===== config.mk =====
export PLATFORM = sky130hd
export DESIGN_NAME = gxm_recombine
export DESIGN_NICKNAME = d
export VERILOG_FILES = /design/src/rtl/gxm_pkg.sv /design/src/rtl/gxm_xover.sv /design/src/rtl/gxm_mutate.sv /design/src/rtl/gxm_recombine.sv
export SDC_FILE = /design/constraint.sdc
export NUM_CORES = 1
export LEC_CHECK = 0
export ABC_AREA = 1
export BUFFER_PORTS_ARGS = -buffer_cell sky130_fd_sc_hd__buf_2
export CAP_MARGIN = 40
export CELL_PAD_IN_SITES_DETAIL_PLACEMENT = 1
export CELL_PAD_IN_SITES_GLOBAL_PLACEMENT = 1
export CORE_MARGIN = 2
export CORE_UTILIZATION = 42
export CTS_BUF_LIST = sky130_fd_sc_hd__clkbuf_4
export CTS_CLUSTER_DIAMETER = 60
export DETAILED_ROUTE_END_ITERATION = 10
export GPL_TIMING_DRIVEN = 1
export PLACE_DENSITY_LB_ADDON = 0.05
export SYNTH_ARGS = -nofsm -noshare
export SYNTH_HDL_FRONTEND = slang
export SYNTH_SLANG_ARGS = --single-unit

===== constraint.sdc =====
create_clock -name clk -period 3.8 [get_ports clk]
set_input_delay 0.19 -clock clk [delete_from_list [all_inputs] [get_ports clk]]
set_output_delay 0.19 -clock clk [all_outputs]
set_load 0.1 [all_outputs]

===== src/rtl/gxm_pkg.sv =====
package gxm_pkg;
  localparam int GATE_W = 7;
  localparam int RATE_W = 8;

  typedef enum logic [1:0] {
    XO_UNI  = 2'd0,
    XO_ONE  = 2'd1,
    XO_TWO  = 2'd2,
    XO_NONE = 2'd3
  } xo_mode_e;

  typedef enum logic {
    MU_UNI = 1'b0,
    MU_ONE = 1'b1
  } mu_mode_e;

  // operator fires when the random gate lies below the rate code
  function automatic logic rate_hit(input logic [GATE_W-1:0] g,
                                    input logic [RATE_W-1:0] k);
    return {1'b0, g} < k;
  endfunction
endpackage


===== src/rtl/gxm_xover.sv =====
module gxm_xover
  import gxm_pkg::*;
#(
  parameter int W = 32,
  localparam int CW = $clog2(W)
) (
  input  logic [W-1:0]      par_a,
  input  logic [W-1:0]      par_b,
  input  logic [W-1:0]      lmask,
  input  logic              len_full,
  input  logic [1:0]        mode,
  input  logic [RATE_W-1:0] rate,
  input  logic [GATE_W-1:0] gate,
  input  logic [W-1:0]      rmask,
  input  logic [CW-1:0]     cut_a,
  input  logic [CW-1:0]     cut_b,
  output logic [W-1:0]      kid_a,
  output logic [W-1:0]      kid_b,
  output logic              fired
);
  function automatic logic [CW-1:0] wrap_cut(input logic [CW-1:0] c,
                                             input logic full);
    return full ? c : {1'b0, c[CW-2:0]};
  endfunction

  function automatic logic [W-1:0] from_pos(input logic [CW-1:0] c);
    return {W{1'b1}} << c;
  endfunction

  logic [CW-1:0] ca_w, cb_w, lo_w, hi_w;
  logic [W-1:0]  sel, swap;

  always_comb begin
    ca_w = wrap_cut(cut_a, len_full);
    cb_w = wrap_cut(cut_b, len_full);
    lo_w = (ca_w < cb_w) ? ca_w : cb_w;
    hi_w = (ca_w < cb_w) ? cb_w : ca_w;
    unique case (xo_mode_e'(mode))
      XO_UNI:  sel = rmask;
      XO_ONE:  sel = from_pos(ca_w);
      XO_TWO:  sel = from_pos(lo_w) & ~from_pos(hi_w);
      default: sel = '0;
    endcase
    fired = (xo_mode_e'(mode) != XO_NONE) && rate_hit(gate, rate);
    swap  = fired ? (sel & lmask) : '0;
    kid_a = ((par_a & ~swap) | (par_b & swap)) & lmask;
    kid_b = ((par_b & ~swap) | (par_a & swap)) & lmask;
  end
endmodule


===== src/rtl/gxm_mutate.sv =====
module gxm_mutate
  import gxm_pkg::*;
#(
  parameter int W = 32,
  localparam int CW = $clog2(W)
) (
  input  logic [W-1:0]        kid,
  input  logic [W-1:0]        lmask,
  input  logic                len_full,
  input  logic                mode,
  input  logic [RATE_W-1:0]   rate,
  input  logic [CW-1:0]       pos,
  input  logic [W*GATE_W-1:0] lanes,
  output logic [W-1:0]        mutd,
  output logic [W-1:0]        flips
);
  logic [W-1:0]  per_bit;
  logic [CW-1:0] pos_w;

  for (genvar i = 0; i < W; i++) begin : g_lane
    assign per_bit[i] = rate_hit(lanes[i*GATE_W +: GATE_W], rate);
  end

  always_comb begin
    pos_w = len_full ? pos : {1'b0, pos[CW-2:0]};
    if (mu_mode_e'(mode) == MU_ONE)
      flips = rate_hit(lanes[GATE_W-1:0], rate) ? (W'(1) << pos_w) : '0;
    else
      flips = per_bit;
    flips = flips & lmask;
    mutd  = kid ^ flips;
  end
endmodule


===== src/rtl/gxm_recombine.sv =====
module gxm_recombine
  import gxm_pkg::*;
#(
  parameter int W = 32,
  localparam int CW    = $clog2(W),
  localparam int LANES = W * GATE_W,
  localparam int MK_LO = GATE_W,
  localparam int CA_LO = MK_LO + W,
  localparam int CB_LO = CA_LO + CW,
  localparam int PA_LO = CB_LO + CW,
  localparam int PB_LO = PA_LO + CW,
  localparam int LA_LO = PB_LO + CW,
  localparam int LB_LO = LA_LO + LANES,
  localparam int RND_W = LB_LO + LANES
) (
  input  logic              clk,
  input  logic              rst_n,
  input  logic              in_valid_i,
  input  logic [W-1:0]      par_a_i,
  input  logic [W-1:0]      par_b_i,
  input  logic              len_full_i,
  input  logic [1:0]        xo_mode_i,
  input  logic [RATE_W-1:0] xo_rate_i,
  input  logic              mu_mode_i,
  input  logic [RATE_W-1:0] mu_rate_i,
  input  logic [RND_W-1:0]  rnd_i,
  output logic              out_valid_o,
  output logic [W-1:0]      kid_a_o,
  output logic [W-1:0]      kid_b_o
);
  localparam logic [W-1:0] HALF_MASK = {{(W/2){1'b0}}, {(W/2){1'b1}}};

  logic [W-1:0] lmask_in, xo_a, xo_b;
  logic         xo_fired;

  assign lmask_in = len_full_i ? '1 : HALF_MASK;

  gxm_xover #(.W(W)) u_xover (
    .par_a    (par_a_i),
    .par_b    (par_b_i),
    .lmask    (lmask_in),
    .len_full (len_full_i),
    .mode     (xo_mode_i),
    .rate     (xo_rate_i),
    .gate     (rnd_i[GATE_W-1:0]),
    .rmask    (rnd_i[MK_LO +: W]),
    .cut_a    (rnd_i[CA_LO +: CW]),
    .cut_b    (rnd_i[CB_LO +: CW]),
    .kid_a    (xo_a),
    .kid_b    (xo_b),
    .fired    (xo_fired)
  );

  // stage 1: crossover result plus everything mutation still needs
  logic              s1_vld, s1_len, s1_mm;
  logic [W-1:0]      s1_a, s1_b;
  logic [RATE_W-1:0] s1_mr;
  logic [CW-1:0]     s1_pa, s1_pb;
  logic [LANES-1:0]  s1_la, s1_lb;

  always_ff @(posedge clk or negedge rst_n) begin
    if (!rst_n) begin
      s1_vld <= 1'b0;
      s1_len <= 1'b0;
      s1_mm  <= 1'b0;
      s1_a   <= '0;
      s1_b   <= '0;
      s1_mr  <= '0;
      s1_pa  <= '0;
      s1_pb  <= '0;
      s1_la  <= '0;
      s1_lb  <= '0;
    end else begin
      s1_vld <= in_valid_i;
      if (in_valid_i) begin
        s1_len <= len_full_i;
        s1_mm  <= mu_mode_i;
        s1_a   <= xo_a;
        s1_b   <= xo_b;
        s1_mr  <= mu_rate_i;
        s1_pa  <= rnd_i[PA_LO +: CW];
        s1_pb  <= rnd_i[PB_LO +: CW];
        s1_la  <= rnd_i[LA_LO +: LANES];
        s1_lb  <= rnd_i[LB_LO +: LANES];
      end
    end
  end

  logic [W-1:0] s1_lmask, mu_a, mu_b, flip_a, flip_b;
  assign s1_lmask = s1_len ? '1 : HALF_MASK;

  gxm_mutate #(.W(W)) u_mut_a (
    .kid      (s1_a),
    .lmask    (s1_lmask),
    .len_full (s1_len),
    .mode     (s1_mm),
    .rate     (s1_mr),
    .pos      (s1_pa),
    .lanes    (s1_la),
    .mutd     (mu_a),
    .flips    (flip_a)
  );

  gxm_mutate #(.W(W)) u_mut_b (
    .kid      (s1_b),
    .lmask    (s1_lmask),
    .len_full (s1_len),
    .mode     (s1_mm),
    .rate     (s1_mr),
    .pos      (s1_pb),
    .lanes    (s1_lb),
    .mutd     (mu_b),
    .flips    (flip_b)
  );

  // stage 2: mutated offspring
  logic len_q2;

  always_ff @(posedge clk or negedge rst_n) begin
    if (!rst_n) begin
      out_valid_o <= 1'b0;
      kid_a_o     <= '0;
      kid_b_o     <= '0;
      len_q2      <= 1'b0;
    end else begin
      out_valid_o <= s1_vld;
      if (s1_vld) begin
        kid_a_o <= mu_a;
        kid_b_o <= mu_b;
        len_q2  <= s1_len;
      end
    end
  end
endmodule


==> results by group, run 1 <==
Run status
  • Status: stopped before the end
  • Failing step: clock tree synthesis (4_1_cts)
  • Error msg: [ERROR RSZ-0060] Max buffer count reached.

Synth
  • EDFF count, synth: 0
  • Register area share after synthesis: 0.414
  • Asr flop ratio synth: 1.00
  • Synth unique cells: 42
  • Yosys reg bits: 598
  • Synth Cell Area: 0.0361 mm^2
  • Syn Inst Count: 4,741
  • Ys flop type: dfrtp_1
  • YS warnings: 0
  • Syn_area_per_cell: 7.62 um^2
  • Syn_nets: 5,729

Die
  • Core Rows: 107
  • Initial Utilization: 0.424
  • Chip width: 297 um
  • Boundary Pins: 659
  • Die Ht: 297 um

Placed design
  • Final HPWL from detailed placement: 103 mm
  • PortBufs: 658
  • DP Area: 0.0407 mm^2
  • Routability congestion estimate from global placement: 0.928

Clocking
  • Clock Sinks: 598
  • Post-CTS setup buffers: 0
  • Clock buffer depth: 3
  • Hold-fix buffers, CTS: 1,345
  • Post_cts resized: 0
  • TritonCTS Buffers: 178
  • CTS H-Tree Depth: 4
  • Root buf cell: clkbuf_4
[stage by stage]
step	setup slack, ps	utilization	std cells
after detailed placement	654	0.478	6396
after global placement	766	0.478	6395
after floorplan	575	-	4741
[cell families after synthesis]
logic type / synth area share
and+or+nand+nor: 0.331
DFF: 0.414
buffers and inverters: 0.0546
AOI/OAI and AO/OA: 0.0640
adders and majority gates: 0.136
[cell usage after synthesis (19+ instances only)]
library cell	n	area, um^2
nand2_1	2189	8220
buf_1	19	71.3
nand4_1	80	500
nor2_1	64	240
nand3_1	348	1740
o2111ai_1	29	254
inv_1	278	1040
o21ai_0	150	751
o21ai_1	23	115
nand3b_1	58	435
clkbuf_1	159	597
ha_1	394	4930
dfrtp_1	598	15000
nand2_2	46	288
a21oi_1	181	906
==> inputs of run 2 (changes only) <==
CELL_PAD_IN_SITES_DETAIL_PLACEMENT = default   (was 1)
CELL_PAD_IN_SITES_GLOBAL_PLACEMENT = default   (was 1)
CORE_UTILIZATION = 40   (was 42)
CTS_BUF_LIST = default   (was sky130_fd_sc_hd__clkbuf_4)
CTS_CLUSTER_DIAMETER = default   (was 60)
PLACE_DENSITY_LB_ADDON = 0.15   (was 0.05)
==> results by group, run 2 <==
Synth
  • Asr flop ratio synth: 1.00 (unchanged)
  • Syn Inst Count: 4,741 (unchanged)
  • Post-synth top area cell: dfrtp_1
  • Synth unique cells: 42 (unchanged)
  • Syn_area_per_cell: 7.62 um^2 (unchanged)
  • Syn_nets: 5,729 (unchanged)
  • Synth Cell Area: 0.0361 mm^2 (unchanged)
  • Most frequent cell after synthesis: nand2_1
  • EDFF count, synth: 0 (unchanged)
  • YS warnings: 0 (unchanged)
  • Area share of the largest cell type after synthesis: 0.414 (unchanged)
  • Yosys reg bits: 598 (unchanged)
  • Register area share after synthesis: 0.414 (unchanged)
  • Ys flop type: dfrtp_1
  • Synth area leaders: dfrtp_1 41%, nand2_1 23%, ha_1 14%
  • List of most frequent post-synthesis cells: 2,189 x nand2_1, 598 x dfrtp_1, 394 x ha_1

STA
  • RSZ-0062 raised after global routing: false
  • Final Slew Violations: 0
  • TNS Setup: 0 ps
  • Max Fclk: 289 MHz
  • Setup Viol. Count Final: 0
  • Final hold vios: 0
  • Tmin final: 3460 ps
  • Fin crit share: 0.911
  • Final hold slack: 119 ps
  • Rel. slew slack: 0.336
  • Worst clock skew: 24.3 ps
  • Worst-Margin Slew: 988 ps

Power
  • Clock network power share: 0.359
  • VDD IR-drop max: 0.305 mV
  • Leakage dissipation: 26.5 nW
  • Net Sw Frac: 0.351
  • Internal: 13.5 mW
  • Total power divided by cell area: 422 mW/mm^2
  • Pwr Total: 20.8 mW
  • Logic gate share of total power: 0.282
  • Part of the power in registers: 0.360
  • Switching power: 7.30 mW

Critical path
  • Critical path's top delay family: simple AND/OR/NAND/NOR gates
  • Arrival @ worst endpoint: 4010 ps
  • Critical Path Source Type: primary input
  • R2R setup slack: 970 ps
  • WP buf/inv: 4
  • CP required: 4350 ps
  • Critical Path End Type: flop
  • Worst-path fanout max: 21
  • Cells along the critical path: dlygate4sd3_1, buf_2, nand2_2, inv_1, ha_1, nand2_1, nor2_2, nand2_8, nand3_4, nand2_1, nand2_1, nand2_1, nor2_1, o21ai_0, nand3_1, nand2_1, nand2_1, nand3_1, dlygate4sd3_1, nand2_1
  • CP startpoint: len_full_i
  • Crit Path Category: in2reg
  • Worst path most repeated cell: nand2_1
  • Critical Path Max Stage Delay: 580 ps
  • Critical Path Slowest Stage Cell: dlygate4sd3_1
  • Reg-to-Reg Start: s1_mr[1]$_DFFE_PN0P_

Routing
  • Initial DRC count: 2,611
  • Vias: 36,529
  • Vias per cell: 5.09
  • Wirelength, routed: 138 mm
  • Drc violations: 0
  • Drt pass-1 iters: 6
  • Avg WL per Cell: 19.2 um
  • Post-route ant nets: 0

Global route
  • Grt ovf: 0
  • Initial antenna violation count: 11
  • Global-route wire length before repair: 210 mm
  • Largest net degree at the start of global routing: 176
  • GRT Util Overall: 0.292
  • Vias in the first global route: 35,973

Clocking
  • Clock Sinks: 598 (unchanged)
  • TritonCTS Buffers: 76 (-57%)
  • Latest clock arrival within the worst-skew pair: 620 ps
  • Clock buffer depth: 3 (unchanged)
  • CTS tree: built
  • CTS H-Tree Depth: 3 (-1)
  • Root buf cell: clkbuf_16
  • Clock-pin slew on the worst setup and hold paths: 60 ps

Die
  • Core Rows: 110 (+2.8%)
  • Placeable Area: 0.0897 mm^2
  • Chip width: 305 um (+2.4%)
  • Boundary Pins: 659 (unchanged)
  • Die Ht: 305 um (+2.4%)
  • Full die area: 0.0928 mm^2
  • Initial Utilization: 0.403 (-0.0217)

Final layout
  • Area Growth Syn to Fin: 36.6%
  • Biggest regs: s1_la (224), s1_lb (224)
  • Filler Cell Count: 8,337
  • Fraction of layout instances using a drive strength above 1: 0.160
  • Cell Count, Final, Fillers Out: 7,177
  • Most frequent cells in the layout: 2,188 x nand2_1, 658 x buf_2, 596 x dfrtp_1, 593 x dlygate4sd3_1, 394 x ha_1
  • Final #Nets: 6,922
  • Most common cell after layout, fill and taps aside: nand2_1
  • Final instance area: 0.0493 mm^2

Run status
  • Status: completed

Placed design
  • PortBufs: 658 (unchanged)
  • DP Area: 0.0408 mm^2 (+0.24%)
  • Final HPWL from detailed placement: 96.3 mm (-6.5%)
  • Routability congestion estimate from global placement: 0.930 (+0.22%)
  • # placed instances: 6,436 (+0.63%)

Job
  • Max cap viols: 0

Hold path
  • Worst hold path class: in2reg
  • HP Start: rnd_i[13]
run 2: path summary, 6_finish.rpt:
kind | depth (start not counted) | endpoint
min in group asynchronous | 2 | s1_lb[45]$_DFFE_PN0P_
max in group asynchronous | 4 | s1_lb[79]$_DFFE_PN0P_
setup / recovery | 20 | s1_a[3]$_DFFE_PN0P_
setup reg to reg | 12 | kid_a_o[25]$_DFFE_PN0P_
hold reg to reg | 2 | s1_la[217]$_DFFE_PN0P_
hold / removal | 6 | s1_a[6]$_DFFE_PN0P_
run 2: tightest hold or removal path, stage by stage:
cell and delay, ps:
buf_2 80, a22oi_1 90, nand2_1 140, nand3_1 80, nand3_1 80, nand2_1 40
run 2: cell type report:
cell class	instances	area (um^2)	area share
inverter	292	1130	0.0228
multi-input combinational	3649	19200	0.390
tap	1176	1470	0.0298
timing repair buffer	1317	9980	0.202
antenna	10	25.0	0.000507
clock buffer	114	2260	0.0458
sequential	598	15000	0.303
clock inverter	21	285	0.00578
run 2: timing repair:
action                                 CTS  global route
endpoints found under the hold margin  603             0
resized for setup                        0             5
setup endpoints to repair                0            10
setup buffers                            0             2
hold buffers                           593             0
run 2: kinds of logic (layout without fill, tap and decap cells):
logic type | count (synthesis) | in the layout | synth area share
other cells | 0 | 10 | 0
simple gates | 2835 | 2836 | 0.331
compound gates | 419 | 419 | 0.0640
buf+inv | 495 | 1744 | 0.0546
fa+ha+maj | 394 | 394 | 0.136
flops | 598 | 598 | 0.414
run 2: layer usage:
| metal | up-vias | GRT usage | part of all wire |
|---|---|---|---|
| met5 | - | 0 | 0.00030 |
| met4 | 6 | 0.153 | 0.058 |
| met3 | 328 | 0.0448 | 0.050 |
| met2 | 1097 | 0.489 | 0.47 |
| met1 | 17275 | 0.365 | 0.42 |
| li1 | 17823 | - | - |
run 2: power by group through the flow:
stage	Combinational (mW)	Sequential, mW	Clock (mW)
2_1_floorplan	2.66	8.35	0
3_3_place_gp	5.25	7.57	0
3_5_place_dp	5.35	7.58	0
4_1_cts	5.86	7.48	7.62
5_1_grt	6.53	7.56	7.86
6_report	5.86	7.48	7.47
run 2: through the flow:
| stage | setup slack (ps) | util |
|---|---|---|
| floorplan | 575 | - |
| global placement | 713 | 0.453 |
| detailed placement | 707 | 0.455 |
| CTS | 254 | 0.549 |
| global route | 76.6 | 0.550 |
| finish | 336 | 0.550 |
Power figures use the tool's default switching activity.
